File: src/rtl/rx_irq_pkg.sv
package rx_irq_pkg;
  typedef enum logic [1:0] {
    KIND_NONE  = 2'd0,
    KIND_LEFT  = 2'd1,
    KIND_RIGHT = 2'd2,
    KIND_EXC   = 2'd3
  } rx_kind_e;
endpackage

File: src/rtl/rx_flag_track.sv
module rx_flag_track #(
  parameter int NUM_RX = 2
) (
  input  logic              clk_i,
  input  logic              rst_ni,
  input  logic              left_done_i,
  input  logic              right_done_i,
  input  logic [NUM_RX-1:0] rx_en_i,
  input  logic              stat_rd_i,
  input  logic [NUM_RX-1:0] data_rd_i,
  output logic              left_full_o,
  output logic              right_full_o,
  output logic              tok_o
);
  logic [NUM_RX-1:0] pend_q, pend_clr, pend_nxt, rd_hit;
  logic lf_q, rf_q, tok_q, both, allow, done, strobe;

  assign both     = lf_q & rf_q;
  assign allow    = ~both | tok_q;
  assign rd_hit   = data_rd_i & rx_en_i;
  assign pend_clr = allow ? rd_hit : '0;
  assign pend_nxt = pend_q & ~pend_clr;
  assign done     = (lf_q | rf_q) & (|(pend_q & pend_clr)) & (pend_nxt == '0);
  assign strobe   = left_done_i | right_done_i;

  always_ff @(posedge clk_i or negedge rst_ni) begin
    if (!rst_ni) begin
      pend_q <= '0;
      lf_q   <= 1'b0;
      rf_q   <= 1'b0;
      tok_q  <= 1'b0;
    end else if (strobe) begin
      // new word reloads the read obligation and drops any armed token
      pend_q <= rx_en_i;
      lf_q   <= lf_q | left_done_i;
      rf_q   <= rf_q | right_done_i;
      tok_q  <= 1'b0;
    end else if (done) begin
      pend_q <= '0;
      lf_q   <= 1'b0;
      rf_q   <= 1'b0;
      tok_q  <= 1'b0;
    end else begin
      pend_q <= pend_nxt;
      if (stat_rd_i && both) tok_q <= 1'b1;
    end
  end

  assign left_full_o  = lf_q;
  assign right_full_o = rf_q;
  assign tok_o        = tok_q;
endmodule

File: src/rtl/rx_irq_gate.sv
module rx_irq_gate (
  input  logic clk_i,
  input  logic rst_ni,
  input  logic soft_rst_i,
  input  logic ctl_we_i,
  input  logic ctl_ie_i,
  input  logic ctl_loc_i,
  input  logic any_full_i,
  output logic irq_o,
  output logic ie_o,
  output logic ie_dly_o,
  output logic loc_o
);
  logic ie_q, ie_d, loc_q;

  always_ff @(posedge clk_i or negedge rst_ni) begin
    if (!rst_ni) begin
      ie_q  <= 1'b0;
      ie_d  <= 1'b0;
      loc_q <= 1'b0;
    end else if (soft_rst_i) begin
      ie_q  <= 1'b0;
      ie_d  <= 1'b0;
      loc_q <= 1'b0;
    end else begin
      ie_d <= ie_q;
      if (ctl_we_i) begin
        ie_q  <= ctl_ie_i;
        loc_q <= ctl_loc_i;
      end
    end
  end

  // delayed copy stretches the mask by one cycle on disable
  assign irq_o    = (ie_q | ie_d) & any_full_i;
  assign ie_o     = ie_q;
  assign ie_dly_o = ie_d;
  assign loc_o    = loc_q;
endmodule

File: src/rtl/rx_vec_enc.sv
module rx_vec_enc
  import rx_irq_pkg::*;
#(
  parameter int           VEC_W    = 8,
  parameter logic [VEC_W-1:0] VEC_LO   = 8'h16,
  parameter logic [VEC_W-1:0] VEC_HI   = 8'h46,
  parameter logic [VEC_W-1:0] VEC_STEP = 8'h02
) (
  input  logic             left_full_i,
  input  logic             right_full_i,
  input  logic             loc_i,
  output logic [VEC_W-1:0] vec_o
);
  localparam logic [VEC_W-1:0] STEP2 = VEC_STEP << 1;
  rx_kind_e         kind;
  logic [VEC_W-1:0] base;

  assign kind = rx_kind_e'({right_full_i, left_full_i});
  assign base = loc_i ? VEC_HI : VEC_LO;

  always_comb begin
    unique case (kind)
      KIND_LEFT:  vec_o = base;
      KIND_RIGHT: vec_o = base + VEC_STEP;
      KIND_EXC:   vec_o = base + STEP2;
      default:    vec_o = '0;
    endcase
  end
endmodule

File: src/rtl/stereo_rx_irq.sv
module stereo_rx_irq #(
  parameter int               NUM_RX   = 2,
  parameter int               VEC_W    = 8,
  parameter logic [VEC_W-1:0] VEC_LO   = 8'h16,
  parameter logic [VEC_W-1:0] VEC_HI   = 8'h46,
  parameter logic [VEC_W-1:0] VEC_STEP = 8'h02
) (
  input  logic              clk_i,
  input  logic              rst_ni,
  input  logic              soft_rst_i,
  input  logic              left_done_i,
  input  logic              right_done_i,
  input  logic [NUM_RX-1:0] rx_en_i,
  input  logic              stat_rd_i,
  input  logic [NUM_RX-1:0] data_rd_i,
  input  logic              ctl_we_i,
  input  logic              ctl_ie_i,
  input  logic              ctl_loc_i,
  output logic              left_full_o,
  output logic              right_full_o,
  output logic              irq_o,
  output logic [VEC_W-1:0]  vec_addr_o
);
  logic lf, rf, tok, ie_now, ie_dly, loc_now;

  rx_flag_track #(.NUM_RX(NUM_RX)) u_flags (
    .clk_i        (clk_i),
    .rst_ni       (rst_ni),
    .left_done_i  (left_done_i),
    .right_done_i (right_done_i),
    .rx_en_i      (rx_en_i),
    .stat_rd_i    (stat_rd_i),
    .data_rd_i    (data_rd_i),
    .left_full_o  (lf),
    .right_full_o (rf),
    .tok_o        (tok)
  );

  rx_irq_gate u_gate (
    .clk_i      (clk_i),
    .rst_ni     (rst_ni),
    .soft_rst_i (soft_rst_i),
    .ctl_we_i   (ctl_we_i),
    .ctl_ie_i   (ctl_ie_i),
    .ctl_loc_i  (ctl_loc_i),
    .any_full_i (lf | rf),
    .irq_o      (irq_o),
    .ie_o       (ie_now),
    .ie_dly_o   (ie_dly),
    .loc_o      (loc_now)
  );

  rx_vec_enc #(
    .VEC_W(VEC_W), .VEC_LO(VEC_LO), .VEC_HI(VEC_HI), .VEC_STEP(VEC_STEP)
  ) u_vec (
    .left_full_i  (lf),
    .right_full_i (rf),
    .loc_i        (loc_now),
    .vec_o        (vec_addr_o)
  );

  assign left_full_o  = lf;
  assign right_full_o = rf;
endmodule

File: config.mk
export PLATFORM = sky130hd
export DESIGN_NAME = stereo_rx_irq
export DESIGN_NICKNAME = d
export VERILOG_FILES = /design/src/rtl/rx_irq_pkg.sv /design/src/rtl/rx_flag_track.sv /design/src/rtl/rx_irq_gate.sv /design/src/rtl/rx_vec_enc.sv /design/src/rtl/stereo_rx_irq.sv
export SDC_FILE = /design/constraint.sdc
export NUM_CORES = 1
export LEC_CHECK = 0
export ABC_AREA = 1
export BUFFER_PORTS_ARGS = -buffer_cell sky130_fd_sc_hd__buf_4
export CAP_MARGIN = 10
export CORE_AREA = 2 2 39 41
export DETAILED_ROUTE_END_ITERATION = 12
export DIE_AREA = 0 0 41 43
export HOLD_SLACK_MARGIN = 0.1
export PLACE_DENSITY = 0.65
export SKIP_CTS_REPAIR_TIMING = 1
export SLEW_MARGIN = 20
export SYNTH_ARGS = -nofsm -noshare
export SYNTH_HDL_FRONTEND = slang
export SYNTH_HIERARCHICAL = 1
export SYNTH_SLANG_ARGS = --single-unit
File: constraint.sdc
create_clock -name clk_i -period 1.05 [get_ports clk_i]
set_input_delay 0.315 -clock clk_i [delete_from_list [all_inputs] [get_ports clk_i]]
set_output_delay 0.315 -clock clk_i [all_outputs]
set_load 0.01 [all_outputs]
-- Yosys cells after proc, flatten, opt, wreduce, memory -nomap -nowiden
Cells that the tools add are included.
- register bits after elaboration: 8
- input bits: 13
- logic and storage cells: 49
- add/subtract/negate cells: 2
- equality and inequality tests: 3
- multiplexer cells: 16
- bitwise operators: 15
- reduce and logical (&&, ||, !) cells: 6
- operators with widths (cell ; number):
    $pmux W8 S3 ; 1
    $mux W1 ; 11
    $add A8 B2 Y8 const B ; 1
    $add A8 B3 Y8 const B ; 1
    $mux W7 ; 1
    $and A2 B2 Y2 ; 3
    $mux W2 ; 3
    $or A1 B1 Y1 ; 6
    $and A1 B1 Y1 ; 4
    $eq A2 B2 Y1 const B ; 2
    $reduce_bool A2 Y1 ; 2
    $reduce_bool A3 Y1 ; 1
    $eq A2 B1 Y1 const B ; 1
    $logic_not A2 Y1 ; 1
    $not A2 Y2 ; 1
    $reduce_or A2 Y1 ; 1
    $logic_and A1 B1 Y1 ; 1
    $not A1 Y1 ; 1

-- Depth between registers and ports, before layout
- depth in word-level cells: 10
- mapped depth: 7
- depth with buffers taken out: 7

-- Cells and area by module
The synthesis kept the hierarchy.
- by module, submodules not included (module ; times used ; cells an instance ; area an instance (um^2) ; seq. area each (um^2)):
    rx_flag_track ; 1 ; 35 ; 259.0 ; 125.1
    rx_irq_gate ; 1 ; 14 ; 125.1 ; 75.1
    rx_vec_enc ; 1 ; 12 ; 56.3 ; 0.0
    stereo_rx_irq ; 1 ; 3 ; 11.3 ; 0.0

-- Least setup slack after synthesis
OpenSTA, ideal clock, no wires.
- kind: register -> register
- start point: reg u_flags.lf_q (netlist: u_flags/left_full_o)
- end point: reg u_flags.lf_q (netlist: u_flags/left_full_o)
- library setup time: 0.134 ns
- arrival: 0.940 ns
- required time: 0.916 ns
- slack: -0.024 ns
- stages on the path, launching flop included: 7
- buffers on the path: 0
- cell sequence: dfrtp_1 nand3_2 nand2_1 nand2_1 nand2_2 nor2_2 a21oi_1
- cells in the longest elaborated chain, start to end: 9
- elaborated cells between the ends (all ways): 15
- classes of those cells: mux: 2; bitwise: 10; reduce/logical: 3
- RTL lines (item ; RTL line ; RTL):
    start, declared ; rx_flag_track.sv:16 ; logic lf_q, rf_q, tok_q, both, allow, done, strobe;
    start signal, assigned ; rx_flag_track.sv:35 ; lf_q <= lf_q | left_done_i;
    $and A1 B1 Y1 ; rx_flag_track.sv:18 ; assign both = lf_q & rf_q;
    $not A1 Y1 ; rx_flag_track.sv:19 ; assign allow = ~both | tok_q;
    $or A1 B1 Y1 ; rx_flag_track.sv:19 ;
    $mux W2 ; rx_flag_track.sv:21 ; assign pend_clr = allow ? rd_hit : '0;
    $and A2 B2 Y2 / $not A2 Y2 (equally long branches) ; rx_flag_track.sv:23, rx_flag_track.sv:22 ;
    $reduce_or A2 Y1 / $and A2 B2 Y2 (equally long branches) ; rx_flag_track.sv:23, rx_flag_track.sv:22 ;
    $and A1 B1 Y1 / $logic_not A2 Y1 (equally long branches) ; rx_flag_track.sv:23 ; assign done = (lf_q | rf_q) & (|(pend_q & pend_clr)) & (pend_nxt == '0);
    $and A1 B1 Y1 ; rx_flag_track.sv:23 ;
    $reduce_bool A2 Y1 (no line) ; - ;
Several ways; a longest one is shown, not always the timed one.
A chain may end at the register's enable or synchronous reset.

-- Final worst setup path
- start point: reg u_flags.lf_q (netlist: u_flags/left_full_o)
- end point: out irq_o
- cells in the longest elaborated chain, start to end: 2
- RTL lines (item ; RTL line ; RTL):
    $or A1 B1 Y1 ; stereo_rx_irq.sv:46 ; .any_full_i (lf | rf),
    $and A1 B1 Y1 ; rx_irq_gate.sv:35 ; assign irq_o = (ie_q | ie_d) & any_full_i;
    end, declared ; stereo_rx_irq.sv:21 ; output logic irq_o,
Every way passes these cells.

==> flow_summary_export.csv <==
group,metric,value,unit
power_and_ir_drop,power_density,1130,nW/um2
flow_run,drv_cap,0,
layout,final_common_cell,"buf_4",
critical_path,regToRegSetupSlack,-0.15,ns
clocking,clock_sink_count,8,
clocking,clk_pin_slew_worst_paths,0.06,ns
routing,drc_errors,0,
timing,final_hold_viol_count,0,
status,violated_checks,"negative setup slack",
clocking,ctsRootBufferMaster,"clkbuf_4",
timing,final-max-slew-violation-count,0,
logic_synthesis,synthesis.yosys.warnings,6,
timing,final.setup.tns,-2.44,ns
critical_path,worstSetupEndpointType,"output port",
logic_synthesis,flop_and_latch_count_out_of_synthesis,8,
critical_path,required,0.73,ns
floorplanning,initial_core_util,32.6,%
critical_path,critical_path.slowest_cell,"dfrtp_2",
grt,grt_util_all_layers,12.3,%
layout,finish.net_count,108,
routing,drt.antenna.violating_nets,0,
clocking,tritoncts,"done",
timing,finalClockSkew,0.00432,ns
critical_path,path_class,"reg -> out",
critical_path,worst_r2r_path_depth,7,
timing,timing.final.crit_period,1.33,ns
timing,hold-worst-slack,0.229,ns
grt,antenna_violations_before_repair,0,
layout,filler_cell_count,144,
power_and_ir_drop,p_leak,0.000407,uW
floorplanning,core_area,1380,um2
routing,wl_per_cell,8.65,um
routing,viasPerCell,4.27,
routing,drtIter0Drc,3,
floorplanning,vertical_extent_of_the_die,43,um
logic_synthesis,syn_area_per_cell,7.06,um2
layout,drive_above_1_share,46.8,%
timing,share_of_the_clock_period_used_by_the_worst_path,127,%
clocking,clock_latency,0.25,ns
critical_path,critical_path.reg2reg.endpoint,"u_flags/left_full_o",
placement,detailed_place_hpwl,719,um
timing,finalWorstSetupSlack,-0.280,ns
critical_path,endpoint,"irq_o",
timing,grt_setup_unrepaired,"yes",
critical_path,crit_path_max_fanout,6,
logic_synthesis,synth_seq_area_share,44.3,%
timing,setup_viol_count_final,13,
grt,grt_first_pass_wirelength,1440,um
logic_synthesis,synthesis.instances,64,
hold_path,hold_removal_path_class,"in -> reg",
critical_path,path_cells,"inv_2 > nand2_1 > o21a_1 > buf_6",
clocking,clock_path_buffers,2,
routing,iteration_count_of_the_initial_detailed_routing_pass,4,
clocking,cts_buffers,3,
floorplanning,num_rows,14,
grt,gr-total-overflow,0,
floorplanning,die_w,41,um
grt,grt_start_max_net_pins,9,
critical_path,cp-start-kind,"flip-flop",
placement,numPortBuffers,20,
status,outcome,"complete, but fails checks",
routing,detailroute.via_count,470,
placement,gpl.final_weighted_congestion,0.675,
grt,via_count_of_the_first_global_routing_pass,389,
critical_path,worst_setup_path_startpoint,"u_flags/left_full_o",
layout,flow.area_growth_from_synthesis,60.7,%
logic_synthesis,post_synth_instance_area,452,um2
floorplanning,fp.dieArea,1760,um2
clocking,cts_max_level,1,
layout,num_antenna_cells,0,
critical_path,worstPathArrival,1.02,ns
critical_path,critical_path.reg2reg.startpoint,"u_flags/left_full_o",
logic_synthesis,synthDistinctLibCells,14,
power_and_ir_drop,ir_drop,0.560,mV
critical_path,cpPeakStageDelay,0.44,ns
floorplanning,io-pin-count,24,
layout,most-common-layout-cells,"buf_4, nand2_1, nor2_1, inv_1, dfrtp_1",
timing,fmaxAchievable,752,MHz
routing,route.final.wire_length,952,um
## metrics by stage
stage	area, um2	util (%)	power, uW	setup WS, ns	cells
6_report	726	52.4	819	-0.280	110
5_1_grt	726	52.4	881	-0.338	110
4_1_cts	673	48.6	807	-0.329	107
3_5_place_dp	647	46.7	544	-0.0464	103
3_3_place_gp	647	46.7	543	-0.0305	103
2_1_floorplan	462	-	442	0.00787	66
## how the worst min path moves through the flow
stage | start | to | slack [ns] | cells after the start
after floorplan | rst_ni | u_flags/left_full_o | 0.02 | 0
after global placement | rst_ni | u_flags/pend_q[0] | 0.14 | 1
after detailed placement | rst_ni | u_flags/pend_q[0] | 0.14 | 1
after CTS | rst_ni | u_flags/right_full_o | -0.14 | 1
after global routing | soft_rst_i | u_gate/ie_dly_o | 0.22 | 2
final | soft_rst_i | u_gate/ie_dly_o | 0.23 | 2
## metal layers
metal  up-vias  GRT usage (%)  part of all wire (%)
li1        243              -                     -
met1       211           13.9                    39
met2        14           18.4                    54
met3         2           4.71                   6.8
met4         0           8.00                  0.53
met5         -              0                     0
## layout make-up
class	count	area (um2)	area share, %
inverter	10	37.5	5.17
timing repair buffer	29	224	30.9
tap	16	20.0	2.76
multi-input combinational	43	215	29.7
sequential	8	203	27.9
clock buffer	4	26.3	3.62
## state kept, by name, summed over array words and instances (netlist names)
signal,flops
u_flags/left_full_o,1
u_gate/ie_dly_o,1
u_flags/right_full_o,1
u_flags/tok_o,1
u_gate/loc_o,1
u_gate/ie_o,1
u_flags/pend_q,2
## logic make-up (layout without fill, tap and decap cells)
family | Yosys count | after routing | share of synthesized area [%]
AO/OA/AOI/OAI | 5 | 5 | 6.09
buffers and inverters | 15 | 43 | 15.0
flip-flops | 8 | 8 | 44.3
other | 1 | 3 | 0.830
AND/OR/NAND/NOR | 35 | 35 | 33.8
## cells in the mapped netlist, drive strengths merged
library cell / number / area (um2)
a21oi: 4 / 20.0
buf: 3 / 22.5
clkbuf: 2 / 7.51
conb: 1 / 3.75
dfrtp: 8 / 200
inv: 10 / 37.5
nand2: 16 / 62.6
nand3: 5 / 30.0
nor2: 13 / 53.8
o21a: 1 / 7.51
or2: 1 / 6.26
## worst max-delay path: cells and delay by family (launching register included)
family,cells,cell delay (ns)
flip-flops,1,0.44
AO/OA/AOI/OAI,1,0.10
buffers and inverters,2,0.17
AND/OR/NAND/NOR,1,0.05
## power breakdown
part | internal [uW] | switching (uW)
Clock | 146 | 107
Sequential | 329 | 16.5
Combinational | 119 | 102
No activity file was read; power rests on OpenSTA's default activity.
